## config.mk

```make
export PLATFORM = sky130hd
export DESIGN_NAME = dbq_qualifier
export DESIGN_NICKNAME = d
export VERILOG_FILES = /design/src/rtl/dbq_pkg.sv /design/src/rtl/dbq_sec_filter.sv /design/src/rtl/dbq_priv_filter.sv /design/src/rtl/dbq_link_match.sv /design/src/rtl/dbq_qualifier.sv
export SDC_FILE = /design/constraint.sdc
export NUM_CORES = 1
export LEC_CHECK = 0
export ABC_AREA = 1
export ABC_CLOCK_PERIOD_IN_PS = 2500
export BUFFER_PORTS_ARGS = -buffer_cell sky130_fd_sc_hd__buf_2
export CORE_AREA = 5 5 637 639
export CTS_CLUSTER_SIZE = 8
export DETAILED_ROUTE_END_ITERATION = 6
export DIE_AREA = 0 0 642 644
export PLACE_DENSITY = 0.3
export SLEW_MARGIN = 40
export SYNTH_ARGS = -nofsm -noshare
export SYNTH_HDL_FRONTEND = slang
export SYNTH_SLANG_ARGS = --single-unit
```

## constraint.sdc

```tcl
create_clock -name clk -period 2.5 [get_ports clk]
set_input_delay 0.25 -clock clk [delete_from_list [all_inputs] [get_ports clk]]
set_output_delay 0.25 -clock clk [all_outputs]
set_load 0.02 [all_outputs]
```

## src/rtl/dbq_pkg.sv

```systemverilog
package dbq_pkg;

    localparam int LNUM_W   = 4;
    localparam int CWORD_W  = 10;
    localparam int SLOT_EN  = 0;
    localparam int TYPE_LSB = 20;
    localparam int TYPE_W   = 4;

    typedef struct packed {
        logic [LNUM_W-1:0] lnk_num;
        logic              lnk_en;
        logic [1:0]        sec_sel;
        logic              hi_mode;
        logic [1:0]        priv_mask;
    } ctl_word_t;

    typedef enum logic [1:0] {
        LVL_0 = 2'd0,
        LVL_1 = 2'd1,
        LVL_2 = 2'd2,
        LVL_3 = 2'd3
    } lvl_e;

    typedef enum logic [1:0] {
        SEC_ANY     = 2'd0,
        SEC_NS_A    = 2'd1,
        SEC_S_ONLY  = 2'd2,
        SEC_NS_B    = 2'd3
    } sec_sel_e;

    localparam logic [TYPE_W-1:0] LT_REGIME = 4'd3;
    localparam logic [TYPE_W-1:0] LT_CTX_L1 = 4'd7;
    localparam logic [TYPE_W-1:0] LT_CTX_L2 = 4'd13;

    function automatic logic sec_pass(input sec_sel_e sel, input logic is_sec);
        case (sel)
            SEC_ANY:    return 1'b1;
            SEC_S_ONLY: return is_sec;
            default:    return !is_sec;
        endcase
    endfunction

    function automatic logic priv_pass(input lvl_e lvl, input logic hi_mode,
                                       input logic [1:0] mask);
        case (lvl)
            LVL_0:   return mask[1];
            LVL_1:   return mask[0];
            default: return hi_mode;
        endcase
    endfunction

endpackage

```

## src/rtl/dbq_sec_filter.sv

```systemverilog
module dbq_sec_filter
    import dbq_pkg::*;
(
    input  logic [1:0] sec_sel,
    input  logic       secure,
    output logic       sec_ok
);
    always_comb begin
        sec_ok = sec_pass(sec_sel_e'(sec_sel), secure);
    end
endmodule

```

## src/rtl/dbq_priv_filter.sv

```systemverilog
module dbq_priv_filter
    import dbq_pkg::*;
(
    input  logic [1:0] cur_lvl,
    input  logic       is_wp,
    input  logic       user_attr,
    input  logic       hi_mode,
    input  logic [1:0] priv_mask,
    output logic       priv_ok
);
    lvl_e eff_lvl;

    always_comb begin
        if (is_wp && user_attr) eff_lvl = LVL_0;
        else                    eff_lvl = lvl_e'(cur_lvl);
        priv_ok = priv_pass(eff_lvl, hi_mode, priv_mask);
    end
endmodule

```

## src/rtl/dbq_link_match.sv

```systemverilog
module dbq_link_match
    import dbq_pkg::*;
#(
    parameter int NUM_BP  = 16,
    parameter int NUM_CTX = 4,
    parameter int VAL_W   = 64,
    parameter int CTX_W   = 32,
    parameter int CTL_W   = 32
) (
    input  logic [LNUM_W-1:0]       lnk_num,
    input  logic [1:0]              cur_lvl,
    input  logic                    host_ext,
    input  logic                    gen_trap,
    input  logic [CTX_W-1:0]        ctx_l1,
    input  logic [CTX_W-1:0]        ctx_l2,
    input  logic [NUM_BP*VAL_W-1:0] lnk_val_flat,
    input  logic [NUM_BP*CTL_W-1:0] lnk_ctl_flat,
    output logic                    link_ok
);
    localparam int FIRST_CTX = NUM_BP - NUM_CTX;
    localparam int IDX_W     = (NUM_BP > 1) ? $clog2(NUM_BP) : 1;

    logic [VAL_W-1:0] val_arr [NUM_BP];
    logic [CTL_W-1:0] ctl_arr [NUM_BP];

    generate
        for (genvar g = 0; g < NUM_BP; g++) begin : g_unpack
            assign val_arr[g] = lnk_val_flat[g*VAL_W +: VAL_W];
            assign ctl_arr[g] = lnk_ctl_flat[g*CTL_W +: CTL_W];
        end
    endgenerate

    logic              in_range;
    logic [VAL_W-1:0]  sel_val;
    logic [CTL_W-1:0]  sel_ctl;
    logic [TYPE_W-1:0] sel_type;
    logic [CTX_W-1:0]  cmp_id;
    logic              type_ok;

    always_comb begin
        in_range = (int'(lnk_num) < NUM_BP) && (int'(lnk_num) >= FIRST_CTX);
        sel_val  = '0;
        sel_ctl  = '0;
        if (int'(lnk_num) < NUM_BP) begin
            sel_val = val_arr[lnk_num[IDX_W-1:0]];
            sel_ctl = ctl_arr[lnk_num[IDX_W-1:0]];
        end
        sel_type = sel_ctl[TYPE_LSB +: TYPE_W];
        cmp_id   = ctx_l1;
        type_ok  = 1'b0;
        case (sel_type)
            LT_REGIME: begin
                case (lvl_e'(cur_lvl))
                    LVL_1: begin
                        cmp_id  = ctx_l1;
                        type_ok = 1'b1;
                    end
                    LVL_2: begin
                        cmp_id  = ctx_l2;
                        type_ok = host_ext;
                    end
                    LVL_0: begin
                        cmp_id  = (host_ext && gen_trap) ? ctx_l2 : ctx_l1;
                        type_ok = 1'b1;
                    end
                    default: type_ok = 1'b0;
                endcase
            end
            LT_CTX_L1: begin
                cmp_id  = ctx_l1;
                type_ok = 1'b1;
            end
            LT_CTX_L2: begin
                cmp_id  = ctx_l2;
                type_ok = 1'b1;
            end
            default: type_ok = 1'b0;
        endcase
        link_ok = in_range && sel_ctl[SLOT_EN] && type_ok &&
                  (sel_val[CTX_W-1:0] == cmp_id);
    end
endmodule

```

## src/rtl/dbq_qualifier.sv

```systemverilog
module dbq_qualifier
    import dbq_pkg::*;
#(
    parameter int NUM_BP  = 16,
    parameter int NUM_CTX = 4,
    parameter int VAL_W   = 64,
    parameter int CTX_W   = 32,
    parameter int CTL_W   = 32
) (
    input  logic                    clk,
    input  logic                    rst,
    input  logic                    hit_in,
    input  logic                    is_wp,
    input  logic                    user_attr,
    input  logic [CWORD_W-1:0]      ctl_word,
    input  logic [1:0]              cur_lvl,
    input  logic                    secure,
    input  logic                    host_ext,
    input  logic                    gen_trap,
    input  logic [CTX_W-1:0]        ctx_l1,
    input  logic [CTX_W-1:0]        ctx_l2,
    input  logic [NUM_BP*VAL_W-1:0] lnk_val_flat,
    input  logic [NUM_BP*CTL_W-1:0] lnk_ctl_flat,
    output logic                    match_q
);
    ctl_word_t cw;
    logic sec_ok, priv_ok, link_ok, qual_d;

    assign cw = ctl_word_t'(ctl_word);

    dbq_sec_filter u_sec (
        .sec_sel (cw.sec_sel),
        .secure  (secure),
        .sec_ok  (sec_ok)
    );

    dbq_priv_filter u_priv (
        .cur_lvl   (cur_lvl),
        .is_wp     (is_wp),
        .user_attr (user_attr),
        .hi_mode   (cw.hi_mode),
        .priv_mask (cw.priv_mask),
        .priv_ok   (priv_ok)
    );

    dbq_link_match #(
        .NUM_BP (NUM_BP), .NUM_CTX (NUM_CTX), .VAL_W (VAL_W),
        .CTX_W (CTX_W), .CTL_W (CTL_W)
    ) u_link (
        .lnk_num      (cw.lnk_num),
        .cur_lvl      (cur_lvl),
        .host_ext     (host_ext),
        .gen_trap     (gen_trap),
        .ctx_l1       (ctx_l1),
        .ctx_l2       (ctx_l2),
        .lnk_val_flat (lnk_val_flat),
        .lnk_ctl_flat (lnk_ctl_flat),
        .link_ok      (link_ok)
    );

    assign qual_d = hit_in && sec_ok && priv_ok && (!cw.lnk_en || link_ok);

    always_ff @(posedge clk) begin
        if (rst) match_q <= 1'b0;
        else     match_q <= qual_d;
    end
endmodule

```

======== Word level (Yosys, flattened, before mapping) ========
Index checks and enable logic that the tools add are counted.
storage, ports and cells
  bits in registers ....................... 1
  bits in latches ......................... 0
  memory bits (writable) .................. 0
  ROM bits ................................ 0
  input bits .............................. 1620
  output and inout port bits .............. 1
  memories ................................ 0
operators by class
  $add $sub $neg .......................... 0
  multipliers ............................. 0
  div/mod/pow operators ................... 0
  magnitude comparators ................... 2
  equal/unequal tests ..................... 8
  shifts and indexed selects .............. 0
  multiplexer cells ....................... 14
  bitwise gates (word level) .............. 1
  reductions and logical operators ........ 16
operators by type and width
  kind                  number
  $bmux W64 S4          1
  $bmux W32 S4          1
  $pmux W32 S2          2
  $mux W32              3
  $mux W24              2
  $eq A32 B32 Y1        1
  $logic_and A1 B1 Y1   8
  $pmux W1 S2           4
  $logic_not A2 Y1      3
  $ge A5 B5 Y1 const B  1
  $not A4 Y5            1
  $eq A2 B1 Y1 const B  2
  $eq A2 B2 Y1 const B  2
  $eq A4 B2 Y1 const B  1
  $eq A4 B3 Y1 const B  1
  $eq A4 B4 Y1 const B  1
  $ge A4 B4 Y1 const B  1
  $reduce_or A2 Y1      2
  $logic_not A1 Y1      2
  $mux W2               1
  $logic_or A1 B1 Y1    1

======== Longest topological paths before layout ========
  depth in word-level cells ............... 11
  depth in mapped cells ................... 26

======== Modules after synthesis ========
Synthesis repeated with hierarchy kept, for this count alone.
second synthesis, totals
  cells, all modules ...................... 1562
  area, all modules ....................... 7458.4 µm²
modules (own cells, without submodules)
  module           instances  cells each  area each (µm²)  seq. area each (µm²)
  dbq_link_match   1          1540        7347.0           0.0
  dbq_qualifier    1          9           52.6             20.0
  dbq_priv_filter  1          7           36.3             0.0
  dbq_sec_filter   1          6           22.5             0.0

======== Worst setup path before layout ========
No wires, ideal clock.
  path type ............................... input to register
  from .................................... in ctl_word[7]
  to ...................................... reg match_q
  arrival time ............................ 2126 ps
  slack ................................... 305 ps
  stages .................................. 16
  cells stage by stage .................... clkinv_1 > buf_2 > buf_2 > clkbuf_1 > a21oi_1 > a32o_1 > nand2_1 > o21ai_0 > a31oi_1 > o21bai_1 > nand2_1 > nor2_1 > nand3_1 > nor2_1 > nand2_1 > a21oi_1
between the ends
  cells in the longest elaborated chain, start to end .. 11
  elaborated cells between the ends (all ways) .. 20
  those cells by class .................... order compare (1); eq/ne (4); mux (8); bitwise (1); reduce/logical (6)
ends and longest elaborated chain
  what                                                                  RTL line              text
  start: declaration                                                    dbq_qualifier.sv:15   input logic [CWORD_W-1:0] ctl_word,
  parallel branches: the longest is 8 deep, another holds $bmux W32 S4  --
  $logic_and A1 B1 Y1 (*)                                               dbq_link_match.sv:79  link_ok = in_range && sel_ctl[SLOT_EN] && type_ok &&
  $logic_or A1 B1 Y1 (*)                                                dbq_qualifier.sv:61   assign qual_d = hit_in && sec_ok && priv_ok && (!cw.lnk_en || link_ok);
  $logic_and A1 B1 Y1 (*)                                               dbq_qualifier.sv:61
  end signal: assignment                                                dbq_qualifier.sv:65   else match_q <= qual_d;
  end: declaration                                                      dbq_qualifier.sv:24   output logic match_q
Every way passes the cells marked *. The select of a mux whose other input is x is not followed.
A chain may end at the register's enable or synchronous reset.

======== Worst setup path in the final report ========
  from .................................... in ctl_word[6]
  to ...................................... reg match_q
The elaborated chain is that of the path after synthesis.

==> flow_summary.json <==
{
  "cp.arrival_ns": 2.95,
  "regMostFlops": "match_q",
  "critPathMaxFanout": 8,
  "fin_area_mm2": 0.02112,
  "critPathLaunchType": "input pin",
  "finalNetCount": 4023,
  "die_width_um": 642,
  "syn_nets": 3190,
  "clkTransAtPathRegs_ns": 0,
  "crit_path_cell_trace": "buf_16 > buf_12 > buf_16 > buf_12 > buf_4 > nand2_1 > a32o_2 > nand2_2 > o21ai_1 > buf_12 > a31oi_1 > buf_4 > nand3_1 > nand2_1 > nand2_1 > nor2_2 > nand3_2 > nor2_4 > nand2_2 > a21oi_2",
  "core_mm2": 0.3986,
  "grt_pass1_wl_um": 187400,
  "fillCellCount": 47662,
  "routed_via_density": 1.944,
  "critPathKind": "input pin to register",
  "peakVddDrop_mv": 0.06706,
  "max_freq_ghz": 0.3320,
  "power.density_mw_per_mm2": 172.9,
  "port_buffers": 664,
  "period_share_pct": 120.5,
  "run_status": "finished with violations",
  "power_leakage_nw": 8.188,
  "tightest_slew_ns": 0.4942,
  "setup_viol": 1,
  "seqCellArea_um2": 20.02,
  "synth_most_common_cell": "nand2_1",
  "final_util_pct": 5.299,
  "largest_reg_flops": 1,
  "relSlewSlack_pct": 67.06,
  "reg_top3": "match_q: 1 flops",
  "multi_input_area_mm2": 0.006997,
  "cp_slowest_cell": "a32o_2",
  "ys_seq_elements": 1,
  "drtIter0Drc": 913,
  "maxCapViolations": 0,
  "dr.pass1.iters": 5,
  "yosysTopAreaCellShare_pct": 34.46,
  "wl_per_cell_um": 20.34,
  "whs_ns": 0.4440,
  "ys_types": 34,
  "grt_max_degree": 35,
  "synth_common_cells": "677 x nand2_1, 200 x a21oi_1, 117 x inv_1",
  "io_pins": 1621,
  "gp_congestion": 0.8175,
  "floorplan.initialDensity_pct": 1.850,
  "synth_top_area_cell": "nand2_1",
  "layout-drive-gt1-share_pct": 46.02,
  "synthCells": 1570,
  "critPathRequiredTime_ns": 2.44,
  "dieHeight_um": 644,
  "failed_checks": "setup timing",
  "syn-cell-area_mm2": 0.007373,
  "slowest_delay_ns": 0.29,
  "synth_ff_type": "dfxtp_1",
  "critPathCaptureType": "register",
  "drv_slew": 0,
  "syn_to_final_growth_pct": 186.4,
  "postRouteAntennaNets": 0,
  "grt_use_total_pct": 7.236,
  "row_count": 232,
  "post_dp_cell_area_mm2": 0.01913,
  "wl_um": 158400,
  "fin_ws_ns": -0.5119,
  "grt_remaining_overflow": 0,
  "ys_seq_area_share_pct": 0.2715,
  "syn_area_per_cell_um2": 4.696,
  "finalHoldViolCount": 0,
  "antenna_found_initial": 214,
  "pre_cts_ws_ns": -1.174,
  "rsz0062_at_grt": "yes",
  "yosysWarningCount": 0,
  "synth_enable_flop_cells": 0,
  "period_needed_ns": 3.012,
  "grt_pass1_vias": 14702,
  "die_area_mm2": 0.4134,
  "hold_class": "input pin to register",
  "synthArstFlopShare_pct": 0,
  "hpwl_um": 145100,
  "synthTopCellsByArea": "nand2_1 34%, a21oi_1 14%, nand3_1 6.9%",
  "routed-via-count": 15135,
  "setup_tns_ns": -0.5119,
  "drc": 0,
  "holdBufCountCts": 0
}
## path summary, 6_finish.rpt
kind                     from      end  slack (ns)  cells after the start
setup / recovery  ctl_word[6]  match_q       -0.51                     20
hold / removal    ctl_word[5]  match_q        0.44                      2
## timing repair
action                                  CTS  global route
buffers inserted                         34            11
pin swaps                                52            39
gates cloned                             11             0
endpoints found under the setup margin    1             1
resized for setup                       183            66
## critical path: cells and delay by family
kind / cells / cell delay [ns]
buf+inv: 7 / 1.11
simple gates: 9 / 0.84
compound gates: 4 / 0.66
## metrics by stage
stage	cells	power, mW
after detailed placement	7611	3.339
after floorplan	1570	1.170
final	7785	3.652
after global routing	7702	3.974
after global placement	7611	3.364
after CTS	7655	3.703
## where the power goes
part	total, mW	leakage (nW)	internal, mW	switching, mW
Combinational	3.63	8.18	1.56	2.07
Clock	0.00000607	0.000754	0.00000607	0
Sequential	0.0175	0.00811	0.0167	0.000782
## cell families (layout without fill, tap and decap cells)
kind of cell | Yosys count | count (layout) | share of synthesized area (%)
flops | 1 | 1 | 0.2715
simple gates | 877 | 877 | 47.99
compound gates | 432 | 432 | 36.86
mux | 7 | 7 | 0.9503
buf+inv | 253 | 1084 | 13.93
other cells | 0 | 119 | 0
## layout make-up
| type | count | area share (%) |
|---|---|---|
| flip-flops and latches | 1 | 0.09480 |
| multi-input cells | 1316 | 33.13 |
| inverters | 127 | 2.471 |
| well taps | 5265 | 31.19 |
| diodes | 119 | 1.410 |
| repair buffers | 957 | 31.70 |
## layout by cell type, fill, tap and decap left out, types with 28 or more instances in the layout
cell,netlist,final
buf_2,44,661
nand2_1,677,629
buf_4,2,197
a21oi_1,200,194
diode_2,0,119
inv_1,117,115
nand3_1,101,77
nor2_1,67,50
o21ai_0,54,47
a22oi_1,60,46
buf_12,0,44
nand2_2,1,35
a32o_1,36,33
buf_6,2,28
## metal layers
layer	GRT usage [%]	vias to the layer above	share of wire [%]
li1	-	7084	-
met1	8.151	6854	38
met2	12.49	803	47
met3	3.524	316	12
met4	1.146	78	2.3
met5	0	-	0.33
Note: power is estimated with default switching activity, not from simulation.
